## config.mk

```make
export PLATFORM = sky130hd
export DESIGN_NAME = cordic_sincos
export DESIGN_NICKNAME = d
export VERILOG_FILES = /design/src/rtl/cordic_rot_stage.sv /design/src/rtl/cordic_sincos.sv
export SDC_FILE = /design/constraint.sdc
export NUM_CORES = 1
export LEC_CHECK = 0
export BUFFER_PORTS_ARGS = -buffer_cell sky130_fd_sc_hd__buf_2
export CAP_MARGIN = 5
export CORE_MARGIN = 2
export CORE_UTILIZATION = 40
export DETAILED_ROUTE_END_ITERATION = 7
export MAX_ROUTING_LAYER = met4
export PLACE_DENSITY = 0.57
export SYNTH_ARGS = -nofsm -noshare
export SYNTH_HDL_FRONTEND = slang
export SYNTH_SLANG_ARGS = --single-unit
```

## constraint.sdc

```tcl
create_clock -name clk -period 13.8 [get_ports clk]
set_clock_uncertainty 0.2 [all_clocks]
set_input_delay 0.69 -clock clk [delete_from_list [all_inputs] [get_ports clk]]
set_output_delay 0.69 -clock clk [all_outputs]
set_load 0.005 [all_outputs]
```

## src/rtl/cordic_rot_stage.sv

```systemverilog
module cordic_rot_stage #(
  parameter int IDX = 0,
  parameter int W   = 15,
  parameter int ZW  = 20,
  parameter logic signed [ZW-1:0] ANGLE = '0
) (
  input  logic                 clk,
  input  logic                 rst_n,
  input  logic                 en,
  input  logic                 vin,
  input  logic signed [W-1:0]  xin,
  input  logic signed [W-1:0]  yin,
  input  logic signed [ZW-1:0] zin,
  output logic                 vout,
  output logic signed [W-1:0]  xout,
  output logic signed [W-1:0]  yout,
  output logic signed [ZW-1:0] zout
);
  wire signed [W-1:0] xs = xin >>> IDX;
  wire signed [W-1:0] ys = yin >>> IDX;

  always_ff @(posedge clk or negedge rst_n)
    if (!rst_n)  vout <= 1'b0;
    else if (en) vout <= vin;

  always_ff @(posedge clk)
    if (en) begin
      if (zin[ZW-1]) begin
        xout <= xin + ys;
        yout <= yin - xs;
        zout <= zin + ANGLE;
      end else begin
        xout <= xin - ys;
        yout <= yin + xs;
        zout <= zin - ANGLE;
      end
    end
endmodule

```

## src/rtl/cordic_sincos.sv

```systemverilog
module cordic_sincos #(
  parameter int OW        = 12,
  parameter int PW        = 19,
  parameter int GUARD     = 3,
  parameter int AMP       = 724,
  parameter bit NORM_GAIN = 1'b0
) (
  input  logic                 clk,
  input  logic                 rst_n,
  input  logic                 din_valid,
  input  logic [PW-1:0]        din_phase,
  output logic                 din_ready,
  output logic                 dout_valid,
  input  logic                 dout_ready,
  output logic signed [OW-1:0] dout_sin,
  output logic signed [OW-1:0] dout_cos
);
  localparam int N  = OW;
  localparam int W  = OW + GUARD;
  localparam int ZW = PW + 1;
  localparam int X0MAG = NORM_GAIN ? (AMP * 39797 + 32768) / 65536 : AMP;
  localparam logic signed [W-1:0] X0  = W'(X0MAG * (1 << GUARD));
  localparam logic signed [W-1:0] RND = W'(1 << (GUARD - 1));

  // arctan(2^-i) as a fraction of a turn, scaled by 2^32
  function automatic longint turn32(input int i);
    case (i)
      0:  return 64'd536870912;
      1:  return 64'd316933406;
      2:  return 64'd167458907;
      3:  return 64'd85004756;
      4:  return 64'd42667331;
      5:  return 64'd21354465;
      6:  return 64'd10679838;
      7:  return 64'd5340245;
      8:  return 64'd2670163;
      9:  return 64'd1335087;
      10: return 64'd667544;
      11: return 64'd333772;
      12: return 64'd166886;
      13: return 64'd83443;
      14: return 64'd41722;
      15: return 64'd20861;
      default: return 64'd0;
    endcase
  endfunction

  function automatic longint step_angle(input int i);
    return (turn32(i) + (64'sd1 <<< (31 - PW))) >>> (32 - PW);
  endfunction

  localparam logic signed [ZW-1:0] QTR  = ZW'(64'sd1 <<< (PW - 2));
  localparam logic signed [ZW-1:0] ZLIM = ZW'(step_angle(N - 1) + N);
  localparam logic signed [OW-1:0] OLIM =
    OW'((NORM_GAIN ? AMP : (AMP * 17 + 9) / 10) + 4);

  logic               vs [0:N];
  logic signed [W-1:0]  xs [0:N];
  logic signed [W-1:0]  ys [0:N];
  logic signed [ZW-1:0] zs [0:N];

  wire en = !vs[N] || dout_ready;
  assign din_ready  = en;
  assign dout_valid = vs[N];

  // fold the left half of the circle onto the right half
  wire far    = din_phase[PW-1] ^ din_phase[PW-2];
  wire top_hi = din_phase[PW-1] ^ far;

  always_ff @(posedge clk or negedge rst_n)
    if (!rst_n)  vs[0] <= 1'b0;
    else if (en) vs[0] <= din_valid;

  always_ff @(posedge clk)
    if (en) begin
      xs[0] <= far ? -X0 : X0;
      ys[0] <= '0;
      zs[0] <= {top_hi, top_hi, din_phase[PW-2:0]};
    end

  for (genvar k = 0; k < N; k++) begin : g_stage
    localparam logic signed [ZW-1:0] ANG = ZW'(step_angle(k));
    cordic_rot_stage #(.IDX(k), .W(W), .ZW(ZW), .ANGLE(ANG)) u_st (
      .clk(clk), .rst_n(rst_n), .en(en),
      .vin(vs[k]), .xin(xs[k]), .yin(ys[k]), .zin(zs[k]),
      .vout(vs[k+1]), .xout(xs[k+1]), .yout(ys[k+1]), .zout(zs[k+1])
    );
  end

  assign dout_sin = OW'((ys[N] + RND) >>> GUARD);
  assign dout_cos = OW'((xs[N] + RND) >>> GUARD);

  AST_RESET_IDLE: assert property (@(posedge clk) disable iff (!rst_n)
    $rose(rst_n) |-> !dout_valid && din_ready);
  AST_FOLD_RANGE: assert property (@(posedge clk) disable iff (!rst_n)
    vs[0] |-> (zs[0] <= QTR) && (zs[0] >= -QTR));
  AST_RESIDUAL: assert property (@(posedge clk) disable iff (!rst_n)
    vs[N] |-> (zs[N] <= ZLIM) && (zs[N] >= -ZLIM));
  AST_OUT_RANGE: assert property (@(posedge clk) disable iff (!rst_n)
    dout_valid |-> (dout_sin <= OLIM) && (dout_sin >= -OLIM) &&
                   (dout_cos <= OLIM) && (dout_cos >= -OLIM));
  AST_ACCEPT_OPEN: assert property (@(posedge clk) disable iff (!rst_n)
    dout_ready |-> din_ready);
  AST_STALL_HOLD: assert property (@(posedge clk) disable iff (!rst_n)
    dout_valid && !dout_ready |=> dout_valid && $stable(dout_sin) && $stable(dout_cos));
endmodule

```

Word-level counts from Yosys, hierarchy flattened
Index checks and enable logic that the tools add are counted.
{"block": "word_totals", "register_bits": 627, "in_bits": 23, "output_inout_bits": 26, "word_cells": 158}
{"block": "classes", "addsub": 69, "muxes": 35, "n_bitwise": 2, "reduce_logical": 2}
{"operator": "15-bit two-way mux", "count": 24}
{"operator": "20-bit two-way mux", "count": 11}
{"operator": "15-bit by 10-bit adder with 15-bit output", "count": 2}
{"operator": "15-bit by 11-bit adder with 15-bit output", "count": 2}
{"operator": "15-bit by 12-bit adder with 15-bit output", "count": 2}
{"operator": "15-bit by 13-bit adder with 15-bit output", "count": 2}
{"operator": "15-bit by 14-bit adder with 15-bit output", "count": 2}
{"operator": "15-bit by 4-bit adder with 15-bit output", "count": 2}
{"operator": "15-bit by 4-bit adder with 15-bit output (second input constant)", "count": 2}
{"operator": "15-bit by 5-bit adder with 15-bit output", "count": 2}
{"operator": "15-bit by 6-bit adder with 15-bit output", "count": 2}
{"operator": "15-bit by 7-bit adder with 15-bit output", "count": 2}
{"operator": "15-bit by 8-bit adder with 15-bit output", "count": 2}
{"operator": "15-bit by 9-bit adder with 15-bit output", "count": 2}
{"operator": "15-bit by 10-bit subtractor with 15-bit output", "count": 2}
{"operator": "15-bit by 11-bit subtractor with 15-bit output", "count": 2}
{"operator": "15-bit by 12-bit subtractor with 15-bit output", "count": 2}
{"operator": "15-bit by 13-bit subtractor with 15-bit output", "count": 2}
{"operator": "15-bit by 14-bit subtractor with 15-bit output", "count": 2}
{"operator": "15-bit by 4-bit subtractor with 15-bit output", "count": 2}
{"operator": "15-bit by 5-bit subtractor with 15-bit output", "count": 2}
{"operator": "15-bit by 6-bit subtractor with 15-bit output", "count": 2}
{"operator": "15-bit by 7-bit subtractor with 15-bit output", "count": 2}
{"operator": "15-bit by 8-bit subtractor with 15-bit output", "count": 2}
{"operator": "27 further kinds", "count": 29}

Longest topological paths before layout
Gate-level depths: netlist of the first run.
{"block": "depth", "ltp_word": 2, "depth_mapped": 14, "ltp_nobuf": 14}

Cells and area by module
Synthesis of the first run repeated with hierarchy kept, for this count alone.
{"block": "hier_totals", "cells_unflattened": 4942, "area_unflattened_um2": 50236.9}
{"mod": "cordic_rot_stage at g_stage[3].u_st", "n_inst": 1, "cells_per_inst": 435, "area_each_um2": 4355.4, "seq_area_each_um2": 1526.5}
{"mod": "cordic_rot_stage at g_stage[2].u_st", "n_inst": 1, "cells_per_inst": 439, "area_each_um2": 4297.9, "seq_area_each_um2": 1526.5}
{"mod": "cordic_rot_stage at g_stage[9].u_st", "n_inst": 1, "cells_per_inst": 415, "area_each_um2": 4187.8, "seq_area_each_um2": 1526.5}
{"mod": "cordic_rot_stage at g_stage[10].u_st", "n_inst": 1, "cells_per_inst": 416, "area_each_um2": 4159.0, "seq_area_each_um2": 1526.5}
{"mod": "cordic_rot_stage at g_stage[4].u_st", "n_inst": 1, "cells_per_inst": 411, "area_each_um2": 4132.7, "seq_area_each_um2": 1526.5}
{"mod": "cordic_rot_stage at g_stage[8].u_st", "n_inst": 1, "cells_per_inst": 418, "area_each_um2": 4129.0, "seq_area_each_um2": 1526.5}
{"mod": "cordic_rot_stage at g_stage[5].u_st", "n_inst": 1, "cells_per_inst": 396, "area_each_um2": 4102.7, "seq_area_each_um2": 1526.5}
{"mod": "cordic_rot_stage at g_stage[6].u_st", "n_inst": 1, "cells_per_inst": 398, "area_each_um2": 4056.4, "seq_area_each_um2": 1526.5}
{"mod": "cordic_rot_stage at g_stage[11].u_st", "n_inst": 1, "cells_per_inst": 390, "area_each_um2": 4040.1, "seq_area_each_um2": 1526.5}
{"mod": "cordic_rot_stage at g_stage[1].u_st", "n_inst": 1, "cells_per_inst": 390, "area_each_um2": 3988.8, "seq_area_each_um2": 1526.5}
{"mod": "cordic_rot_stage at g_stage[7].u_st", "n_inst": 1, "cells_per_inst": 385, "area_each_um2": 3973.8, "seq_area_each_um2": 1526.5}
{"mod": "cordic_rot_stage at g_stage[0].u_st", "n_inst": 1, "cells_per_inst": 363, "area_each_um2": 3678.5, "seq_area_each_um2": 1496.4}
{"mod": "cordic_sincos", "n_inst": 1, "cells_per_inst": 86, "area_each_um2": 1134.8, "seq_area_each_um2": 655.6}

Worst setup path before layout of the first run
OpenSTA, ideal clock, no wires.
{"block": "synth_path", "kind": "input port to flip-flop", "startpoint": "input port dout_ready", "endpoint": "register g_stage[0].u_st.xout[12] (netlist name)", "setup_ns": 0.881, "arrival_ns": 11.408, "required_time_ns": 12.719, "setup_slack_ns": 1.311, "path_stages": 4, "n_path_buf": 2, "cell_sequence": "nor2b_1 clkbuf_1 clkbuf_1 inv_1"}
{"block": "synth_between", "elab_chain_len": 1}
{"element": "start, declared", "line_no": "cordic_sincos.sv:14", "rtl": "input logic dout_ready,"}
{"element": "1-bit logical OR", "line_no": "cordic_sincos.sv:62", "rtl": "wire en = !vs[N] || dout_ready;"}
{"element": "via din_ready", "line_no": "cordic_sincos.sv:12", "rtl": "output logic din_ready,"}
The timed path passes the listed nets, and every way through them passes these cells.
A chain may end at the register's enable or synchronous reset.

Worst setup path in the final report of the first run
{"block": "layout_path", "startpoint": "register g_stage[11].u_st.vout (netlist name)", "endpoint": "register zs[258] (netlist name)"}
{"block": "layout_between", "elab_chain_len": 2}
{"element": "1-bit zero test", "line_no": "cordic_sincos.sv:62"}
{"element": "1-bit logical OR", "line_no": "cordic_sincos.sv:62"}
Every way passes these cells.

==> key figures, run 1 <==
Setup path
  • CP max FO: 139
  • Required @ worst endpoint: 13.85 ns
  • R2R Path Start: g_stage[11].u_st.vout
  • CP arrival: ~4.5 ns
  • Reg2Reg Setup Slack: around 9.4 ns
  • Register-to-Register Path Depth: 6
  • CP startpoint kind: flip-flop
  • Worst Setup End Kind: flip-flop
  • Setup CP Type: reg2reg
  • RR Endpoint: zs[258]

Synth
  • Synth area leaders: edfxtp_1 40%, ha_1 16%, xnor2_1 7.7%, a21oi_1 4.4%, xor2_1 3.3%
  • Asr flop ratio synth: 2.37%
  • Post-synth EDFFs: 535
  • Flop and latch count out of synthesis: 548
  • Cells after synthesis: 3843
  • Unique masters post-synth: 84
  • Area leader, netlist: edfxtp_1
  • Yosys top cell area share: around two fifths
  • Synth Flop Type: edfxtp_1
  • Syn. warnings: 0
  • Syn Nets: 4397
  • Post-Synthesis Cell Area: 40300 sq um
  • Mapped Avg Cell Area: 10.5 sq um
  • Sequential area share after synthesis: 40.7%

Final layout
  • Most common cell after layout, fill and taps aside: edfxtp_1
  • Design area: 44400 sq um
  • Total Nets Final: 4498
  • Layout area overhead: 10.3%
  • # diodes: 0
  • FILL cells: 9443
  • Commonest non-fill, non-tap cells in the layout: 535 x edfxtp_1, 502 x ha_1, 354 x xnor2_1, 351 x a21oi_1, 284 x nor2_1
  • Share of post-route cells with drive strength above 1: 5.71%

Floorplanning
  • Die H: between 300 and 400 um
  • Die ar.: 103000 sq um
  • Core Box Area: approximately 100000 sq um
  • Die X-Extent: 321 um
  • Top Ports: 49
  • Starting Density: 40.3%
  • # rows: 116

Placed design
  • IO Port Bufs: 48
  • Final GP Congestion: between 0.8 and 0.9
  • Pre-CTS setup slack: around 9 ns
  • Dpl hpwl: about 60000 um
  • Dpl cell area: between 40000 and 50000 sq um

Route
  • Uppermost layer routed: met4
  • Met3 routed WL: 2050 um
  • Via Count: 27800
  • Total Wirelength: between 70000 and 80000 um
  • DR iter-0 viols: approximately 1100
  • Drt pass-1 iters: 7
  • Routed wire length on met2: 40700 um
  • DR WL/cell: 14.9 um
  • Post-route DRC violation count: 0
  • Via density: 5.26
  • Metal-1 WL: 33600 um
  • Routed Antenna Nets: 0

GRT
  • Initial antenna violation count: 0
  • GRT overflow: 0
  • First-pass GRT wire length: 132000 um
  • Gr usage total: between 10% and 20%
  • Largest net degree at the start of global routing: 140
  • Number of global-route vias before repair: 27400

Clock network
  • CTS tree: built
  • CTS HTree Levels: 3
  • CTS Sinks: 548
  • Clk root buf: clkbuf_16
  • Clk slew on worst S/H paths: 0.06 ns
  • TritonCTS buffer count: 67
  • CTS Buffer Depth: 3
  • CTS resizes: 0
  • Clk_lat worst skew: 0.63 ns

Run
  • # Max-Cap Violations: 0

Timing
  • Final Slew Violations: 0
  • Final setup margin: about 9.4 ns
  • Period utilisation layout: 31.9%
  • RSZ-0062 raised after global routing: false
  • Max Freq: around 230 MHz
  • Setup tns final: 0 ns
  • Final hold violations: 0
  • Slew @ Worst Pin: about 1.0 ns
  • Tmin final: 4.41 ns
  • Final Setup Violations: 0
  • Rel. slew slack: a little under a third

Hold path
  • Hold depth: 1
  • Hold path start: din_phase[0]
  • Hold/Removal Path Class: in2reg
  • Hold Path End: zs[240]

Run status
  • Status: completed
-- sequential cells by signal (all words and copies together) (netlist names) --
name,count
g_stage.u_st.yout,157
g_stage.u_st.xout,157
vs,1
xs,2
g_stage.u_st.vout,12
g_stage.u_st.zout,200
zs,19
-- worst max path at each step --
stage | start | to | depth (start not counted)
3_3_place_gp | dout_ready | zs[243] | 7
6_report | g_stage[11].u_st.vout | zs[258] | 6
2_1_floorplan | dout_ready | g_stage[0].u_st.xout[12] | 4
3_5_place_dp | dout_ready | zs[244] | 7
5_1_grt | g_stage[11].u_st.vout | g_stage[0].u_st.zout[3] | 6
4_1_cts | g_stage[11].u_st.vout | zs[248] | 6
-- Yosys cell counts, drive strengths merged (17+ instances only) --
| cell type | number |
|---|---|
| edfxtp | 535 |
| ha | 502 |
| xnor2 | 354 |
| a21oi | 353 |
| nor2 | 284 |
| inv | 215 |
| o21ai | 193 |
| nand2 | 162 |
| xor2 | 150 |
| nor3 | 131 |
| a21o | 90 |
| nand3 | 81 |
| nand2b | 72 |
| o21a | 71 |
| nor2b | 51 |
| o31ai | 39 |
| and3 | 36 |
| clkbuf | 35 |
| o21bai | 34 |
| a211oi | 32 |
| fa | 29 |
| mux2 | 25 |
| mux2i | 24 |
| a31oi | 23 |
| or3 | 23 |
| o211ai | 22 |
| a21boi | 20 |
| o41ai | 18 |
| nand4 | 17 |
| or4 | 17 |
-- layer usage --
metal  global-route usage (%)  vias to the layer above
met1                     17.1                    12900
met2                     29.4                      318
met3                     2.21                      162
li1                         -                    14500
met5                        -                        -
met4                     5.47                        0
-- layout make-up --
class,count,area (sq um),area share (%)
Clock inverter,44,444,1.00
Timing Repair Buffer,80,536,1.21
Inverter,217,822,1.85
Clock buffer,75,1730,3.89
Sequential cell,548,16400,36.9
Tap cell,1298,1620,3.66
Multi-Input combinational cell,3030,22900,51.5
-- worst max-delay path: stages (launching register included) --
cell     delay (ns)
dfrtp_1        0.37
nor2b_1        0.13
buf_4          0.20
inv_8          0.46
buf_12         0.61
buf_4          0.85
buf_4          0.90
-- timing repair --
item                                   in CTS  in global routing
endpoints found under the hold margin      29                  0
hold buffers                               17                  0
setup buffers                               0                  0
-- through the flow --
step                      instances  hold slack (ns)  util, %
after floorplan                3843            0.194        -
final                          5292           0.0608     44.4
after global routing           5292           0.0242     44.4
after detailed placement       5156            0.205     42.1
after global placement         5156            0.201     42.1
after CTS                      5292           0.0127     44.4
-- logic make-up after synthesis --
group,share of synthesized area (%)
mux,1.30
flops,40.7
buf+inv,2.50
simple gates,11.4
compound gates,16.1
fa+ha+maj,17.0
xor+xnor,11.0
Power of run 1 is left out: the tool's default activity adds up to more than one toggle a clock period on the data nets, which glitch-free logic cannot reach.
==> run 2: changes to the inputs <==
ABC_AREA = 1   (was default)
clock period = 4.5 ns   (was 13.8 ns; I/O delays follow)
==> run 2 against run 1 <==
Against the previous run:
- synthesized cell count grew 34%
- final area is 9.0% higher
- fmax increased by 37%
- count of clock-buffer cells in the layout is 1 higher
- non-clock buffer count increased by 15
- register-to-register slack worse by 8.1 ns
- first-iteration DRC count increased by 76%
- area after synthesis rose by 8.3%
- largest cell class unchanged
- setup slack worse by 8.1 ns
- sequential cell count is the same
- core utilization is 0.19 points higher
- via count increased by 23%
==> key figures, run 2 <==
Route
  • DR WL/cell: 15.0 um (was 14.9 um)
  • Routed Antenna Nets: 0 (unchanged)
  • Via density: 5.06 (was 5.26)
  • Post-route DRC violation count: 0 (unchanged)
  • Via Count: 34300 (was 27800)
  • Total Wirelength: 101000 um (was 79000 um)
  • Drt pass-1 iters: 5 (was 7)
  • DR iter-0 viols: 1867 (was 1058)

Setup path
  • Required @ worst endpoint: 4.68 ns (was 13.85 ns)
  • CP max FO: 17 (was 139)
  • Worst setup path end: g_stage[4].u_st.yout[13] (was zs[258])
  • Reg2Reg Setup Slack: 1.29 ns (was 9.39 ns)
  • Setup CP Type: reg2reg (unchanged)
  • CP startpoint kind: flip-flop (unchanged)
  • Worst Setup SP: g_stage[3].u_st.zout[19] (was g_stage[11].u_st.vout)
  • RR Endpoint: g_stage[4].u_st.yout[13] (was zs[258])
  • R2R Path Start: g_stage[3].u_st.zout[19] (was g_stage[11].u_st.vout)
  • Register-to-Register Path Depth: 14 (was 6)
  • CP arrival: 3.39 ns (was 4.46 ns)
  • Worst Setup End Kind: flip-flop (unchanged)

Timing
  • Final hold violations: 0 (unchanged)
  • Slew @ Worst Pin: 0.910 ns (was 1.02 ns)
  • Final Setup Violations: 0 (unchanged)
  • Period utilisation layout: 71.3% (was 31.9%)
  • Setup tns final: 0 ns (unchanged)
  • Max Freq: 312 MHz (was 227 MHz)
  • RSZ-0062 raised after global routing: false (unchanged)
  • Rel. slew slack: 39.3% (was 31.7%)
  • Final Slew Violations: 0 (unchanged)
  • Tmin final: 3.21 ns (was 4.41 ns)

Final layout
  • Most common cell after layout, fill and taps aside: nand2_1 (was edfxtp_1)
  • Share of post-route cells with drive strength above 1: 4.89% (was 5.71%)
  • Largest Register: g_stage.u_st.zout (unchanged)
  • Commonest non-fill, non-tap cells in the layout: 1167 x nand2_1, 585 x inv_1, 535 x edfxtp_1, 502 x ha_1, 436 x a21oi_1 (was 535 x edfxtp_1, 502 x ha_1, 354 x xnor2_1, 351 x a21oi_1, 284 x nor2_1)
  • Max reg flops: 200 (unchanged)
  • # diodes: 0 (unchanged)
  • Layout area overhead: 11.0% (was 10.3%)
  • Design area: 48400 sq um (was 44400 sq um)
  • Top Registers: g_stage.u_st.zout: 200 flops, g_stage.u_st.xout: 157 flops, g_stage.u_st.yout: 157 flops (unchanged)
  • Total Nets Final: 5857 (was 4498)

GRT
  • Largest net degree at the start of global routing: 88 (was 140)
  • GRT overflow: 0 (unchanged)
  • Gr usage total: 18.8% (was 15.8%)
  • Number of global-route vias before repair: 33700 (was 27400)
  • Initial antenna violation count: 0 (unchanged)
  • First-pass GRT wire length: 169000 um (was 132000 um)

Synth
  • Yosys top cell area share: 36.8% (was 39.9%)
  • Unique masters post-synth: 59 (was 84)
  • Top-count cell post-synth: nand2_1 (was edfxtp_1)
  • Post-synth EDFFs: 535 (unchanged)
  • Synth Flop Type: edfxtp_1 (unchanged)
  • Syn. warnings: 0 (unchanged)
  • Leading cell types by count after synthesis: 1168 x nand2_1, 585 x inv_1, 535 x edfxtp_1 (was 535 x edfxtp_1, 502 x ha_1, 354 x xnor2_1)
  • Flop and latch count out of synthesis: 548 (unchanged)
  • Cells after synthesis: 5161 (was 3843)
  • Syn Nets: 5715 (was 4397)
  • Mapped Avg Cell Area: 8.45 sq um (was 10.5 sq um)
  • Asr flop ratio synth: 2.37% (unchanged)
  • Post-Synthesis Cell Area: 43600 sq um (was 40300 sq um)
  • Sequential area share after synthesis: 37.6% (was 40.7%)
  • Synth area leaders: edfxtp_1 37%, ha_1 14%, nand2_1 10%, xor2_1 7.2%, inv_1 5.0% (was edfxtp_1 40%, ha_1 16%, xnor2_1 7.7%, a21oi_1 4.4%, xor2_1 3.3%)
  • Area leader, netlist: edfxtp_1 (unchanged)

Clock network
  • CTS Sinks: 548 (unchanged)
  • Clk root buf: clkbuf_16 (unchanged)
  • CTS HTree Levels: 3 (unchanged)
  • Clk_lat worst skew: 0.64 ns (was 0.63 ns)
  • CTS Buffer Depth: 3 (unchanged)
  • CTS tree: built (unchanged)
  • Clk slew on worst S/H paths: 0.06 ns (about the same)
  • TritonCTS buffer count: 70 (was 67)

Floorplanning
  • Starting Density: 40.2% (was 40.3%)
  • Die ar.: 112000 sq um (was 103000 sq um)
  • Core Box Area: 109000 sq um (was 100000 sq um)
  • # rows: 121 (was 116)
  • Top Ports: 49 (unchanged)
  • Die H: 334 um (was 321 um)
  • Die X-Extent: 334 um (was 321 um)

Run
  • # Max-Cap Violations: 0 (unchanged)

Placed design
  • Dpl hpwl: 81300 um (was 60100 um)
  • Dpl cell area: 45800 sq um (was 42100 sq um)
  • Final GP Congestion: 0.927 (was 0.859)
  • IO Port Bufs: 48 (unchanged)

Hold path
  • Hold/Removal Path Class: in2reg (unchanged)

Run status
  • Status: completed (unchanged)
-- run 2: cells by family after synthesis --
group	count (synthesis)	synth area share, %
and+or+nand+nor	2145	20.6
DFF	548	37.6
buffers and inverters	628	5.52
AOI/OAI and AO/OA	825	10.6
xor gates and xnor gates	472	9.65
adders and majority gates	531	15.7
muxes	12	0.307
-- run 2: area by class of cell --
class                           count  area [sq um]
Fill cell                       10600         60100
Multi-Input combinational cell   3985         24800
Sequential cell                   548         16400
Inverter                          603          2260
Clock buffer                       76          1830
Tap cell                         1414          1770
Timing Repair Buffer               95           736
Clock inverter                     51           608
-- run 2: worst max-delay path, stage by stage, from the launching register on --
cell and delay, ns:
edfxtp_1 0.35, buf_4 0.22, inv_1 0.34, buf_4 0.30
nand2_1 0.11, o21ai_0 0.10, xor2_1 0.16, inv_1 0.05
ha_1 0.35, a21oi_1 0.26, o21bai_1 0.13, a21oi_1 0.20
nand2_1 0.07, nand2_1 0.06, nand2_1 0.04
-- run 2: stage by stage --
| stage | util [%] | cells | worst slack, ns | hold slack, ns |
|---|---|---|---|---|
| 3_5_place_dp | 42.2 | 6623 | 1.32 | -0.0744 |
| 5_1_grt | 44.6 | 6772 | 0.992 | 0.0622 |
| 6_report | 44.6 | 6772 | 1.29 | 0.0937 |
| 4_1_cts | 44.6 | 6772 | 1.29 | 0.0343 |
| 3_3_place_gp | 42.2 | 6623 | 1.33 | -0.0796 |
| 2_1_floorplan | - | 5161 | 0.551 | -0.271 |
-- run 2: how the worst min path moves through the flow --
stage                       start                    to  slack (ns)  depth (start not counted)
global placement            rst_n                vs[12]       -0.08                          1
floorplan                   rst_n  g_stage[0].u_st.vout       -0.27                          0
detailed placement          rst_n                vs[12]       -0.07                          1
CTS                  din_phase[9]               zs[249]        0.03                          2
global route         din_phase[1]               zs[241]        0.06                          2
finish              din_phase[15]               zs[255]        0.09                          2
-- run 2: timing repair --
action	in CTS	in global routing
hold buffers	22	0
gates resized for setup	0	0
endpoints found under the hold margin	35	0
buffers inserted	0	0
-- run 2: routing by layer --
metal / vias to the layer above / track usage, % / part of all wire [%]
met5: - / - / 0
met1: 15700 / 22.6 / 45
met2: 510 / 33.4 / 50
met4: 0 / 4.82 / 2.2
li1: 17900 / - / -
met3: 147 / 2.37 / 3.3
Power of run 2 is left out for the same reason.
==> run 3: changes to the inputs <==
clock period = 3.2 ns   (was 4.5 ns; I/O delays follow)
==> run 3 against run 2 <==
Against the previous run:
- die area unchanged
- fmax grew 6.6%
- largest cell class unchanged
- worst hold slack worse by 0.0096 ns
- count of clock-buffer cells in the layout increased by 12
- first-iteration DRC count grew 6.6%
- highest routed layer unchanged
==> key figures, run 3 (same netlist as run 2, synthesis figures left out) <==
GRT
  • Initial antenna violation count: 1 (was 0)
  • Largest net degree at the start of global routing: 111 (was 88)
  • First-pass GRT wire length: 171000 um (was 169000 um)
  • GRT overflow: 0 (unchanged)
  • Gr usage total: 19.1% (was 18.8%)
  • Number of global-route vias before repair: 33900 (was 33700)

Route
  • Routed Antenna Nets: 0 (unchanged)
  • Via Count: 34500 (was 34300)
  • Post-route DRC violation count: 0 (unchanged)
  • Total Wirelength: 103000 um (was 101000 um)
  • DR iter-0 viols: 1991 (was 1867)
  • DR WL/cell: 15.1 um (was 15.0 um)
  • Drt pass-1 iters: 5 (unchanged)
  • Via density: 5.05 (was 5.06)

Final layout
  • Commonest non-fill, non-tap cells in the layout: 1167 x nand2_1, 584 x inv_1, 535 x edfxtp_1, 498 x ha_1, 432 x a21oi_1 (was 1167 x nand2_1, 585 x inv_1, 535 x edfxtp_1, 502 x ha_1, 436 x a21oi_1)
  • FILL cells: 10600 (about the same)
  • Total Nets Final: 5915 (was 5857)
  • Layout area overhead: 12.2% (was 11.0%)
  • Max reg flops: 200 (unchanged)
  • # diodes: 0 (unchanged)
  • Top Registers: g_stage.u_st.zout: 200 flops, g_stage.u_st.xout: 157 flops, g_stage.u_st.yout: 157 flops (unchanged)
  • Most common cell after layout, fill and taps aside: nand2_1 (unchanged)
  • Share of post-route cells with drive strength above 1: 5.91% (was 4.89%)
  • Largest Register: g_stage.u_st.zout (unchanged)
  • Fin cells: 6833 (was 6772)
  • Fin util: 45.1% (was 44.6%)

Run status
  • Status: completed (unchanged)

Placed design
  • Dpl cells: 6653 (was 6623)
  • IO Port Bufs: 48 (unchanged)
  • Final GP Congestion: 0.920 (was 0.927)
  • Dpl hpwl: 83400 um (was 81300 um)

Setup path
  • Crit-path max cell delay: 0.47 ns (was 0.35 ns)
  • Slowest cell on crit path: edfxtp_1 (unchanged)
  • Worst Setup End Kind: flip-flop (unchanged)
  • Buffers & Inverters on Critical Path: 2 (was 4)
  • Required @ worst endpoint: 3.40 ns (was 4.68 ns)
  • CP startpoint kind: flip-flop (unchanged)
  • Most frequent CP cell: nand2_1 (unchanged)
  • CP arrival: 3.20 ns (was 3.39 ns)
  • Setup CP Type: reg2reg (unchanged)
  • Worst Setup SP: g_stage[7].u_st.xout[9] (was g_stage[3].u_st.zout[19])
  • CP max FO: 5 (was 17)
  • R2R Path Start: g_stage[7].u_st.xout[9] (was g_stage[3].u_st.zout[19])
  • CP top delay family: adder cells (was buffers and inverters)
  • Worst-path cell chain: inv_1 > ha_1 > nand3_1 > nor2_1 > nand2_1 > ha_1 > nand2_1 > nand2_1 > ha_1 > a21oi_1 > nor2_1 > nor2_1 > inv_1 > a21oi_1 > nand2_1 > nand2_1 > nand2_1 (was buf_4 > inv_1 > buf_4 > nand2_1 > o21ai_0 > xor2_1 > inv_1 > ha_1 > a21oi_1 > o21bai_1 > a21oi_1 > nand2_1 > nand2_1 > nand2_1)

Clock network
  • TritonCTS buffer count: 71 (was 70)
  • Clk slew on worst S/H paths: 0.05 ns (was 0.06 ns)
  • CTS tree: built (unchanged)
  • CTS Sinks: 548 (unchanged)
  • Clk_lat worst skew: 0.64 ns (about the same)
  • CTS HTree Levels: 3 (unchanged)
  • CTS Buffer Depth: 3 (unchanged)
  • Clk root buf: clkbuf_16 (unchanged)

Timing
  • Final Setup Violations: 0 (unchanged)
  • Rel. slew slack: 42.4% (was 39.3%)
  • Period utilisation layout: 94.0% (was 71.3%)
  • Tmin final: 3.01 ns (was 3.21 ns)
  • Max Freq: 332 MHz (was 312 MHz)
  • Final Slew Violations: 0 (unchanged)
  • Final hold violations: 0 (unchanged)
  • Slew @ Worst Pin: 0.864 ns (was 0.910 ns)

Floorplanning
  • Die X-Extent: 334 um (unchanged)
  • Top Ports: 49 (unchanged)
  • Starting Density: 40.2% (unchanged)
  • Die ar.: 112000 sq um (unchanged)
  • Die H: 334 um (unchanged)
  • Core Box Area: 109000 sq um (unchanged)
  • # rows: 121 (unchanged)

Run
  • # Max-Cap Violations: 0 (unchanged)

Hold path
  • Hold/Removal Path Class: in2reg (unchanged)
  • Hold path start: din_phase[17] (was din_phase[15])
[run 3: cell count changes in the layout (fill, tap and decap cells not counted), sizes merged]
cell,delta
clkinv,-3
clkbuf,+12
inv,-1
bufinv,-4
dlygate4sd3,+18
buf,+39
[run 3: cell type report]
| type | instances | area (sq um) | share of cell area, % |
|---|---|---|---|
| Clock buffer | 88 | 1870 | 3.83 |
| Clock inverter | 43 | 495 | 1.01 |
| Inverter | 603 | 2260 | 4.63 |
| Sequential cell | 548 | 16400 | 33.5 |
| Tap cell | 1414 | 1770 | 3.62 |
| Multi-Input combinational cell | 3985 | 24900 | 51.0 |
| Timing Repair Buffer | 152 | 1210 | 2.47 |
[run 3: what timing repair did]
| action | CTS | global route |
|---|---|---|
| setup buffers | 0 | 9 |
| endpoints found under the setup margin | 0 | 32 |
| gates resized for setup | 0 | 25 |
| hold endpoints to repair | 85 | 0 |
| hold buffers | 40 | 0 |
[run 3: worst register-to-register path: cells and delay by family, from the launching register on]
| family | cells | cell delay, ns |
|---|---|---|
| AND/OR/NAND/NOR | 10 | 0.78 |
| AO/OA/AOI/OAI | 2 | 0.39 |
| adder cells (fa/ha/maj) | 3 | 0.81 |
| buffers and inverters | 2 | 0.18 |
| flip-flops | 1 | 0.47 |
[run 3: per-layer routing]
| layer | global-route usage, % | wire, um | vias up |
|---|---|---|---|
| met4 | 5.97 | 2660 | 0 |
| met2 | 34.1 | 52100 | 495 |
| met5 | - | 0 | - |
| met1 | 22.4 | 45400 | 15800 |
| li1 | - | - | 18000 |
| met3 | 2.24 | 3240 | 148 |
[run 3: final timing paths]
check	endpoint	slack, ns	cells past startpoint
setup / recovery	g_stage[8].u_st.yout[13]	0.19	17
max in group asynchronous	g_stage[4].u_st.vout	2.01	3
min in group asynchronous	g_stage[5].u_st.vout	0.42	3
setup reg to reg	g_stage[8].u_st.yout[13]	0.19	17
hold / removal	zs[258]	0.08	2
hold reg to reg	g_stage[0].u_st.zout[0]	0.22	0
[run 3: through the flow]
step | setup slack [ns] | instance area, sq um | hold slack [ns] | TNS [ns]
2_1_floorplan | 0.181 | 43600 | -0.336 | 0
3_3_place_gp | 0.126 | 46000 | -0.145 | 0
3_5_place_dp | 0.0958 | 46000 | -0.142 | 0
4_1_cts | 0.0821 | 48800 | 0.00700 | 0
5_1_grt | -0.0103 | 48900 | 0.0658 | -0.0253
6_report | 0.192 | 48900 | 0.0841 | 0
Power of run 3 is left out for the same reason.
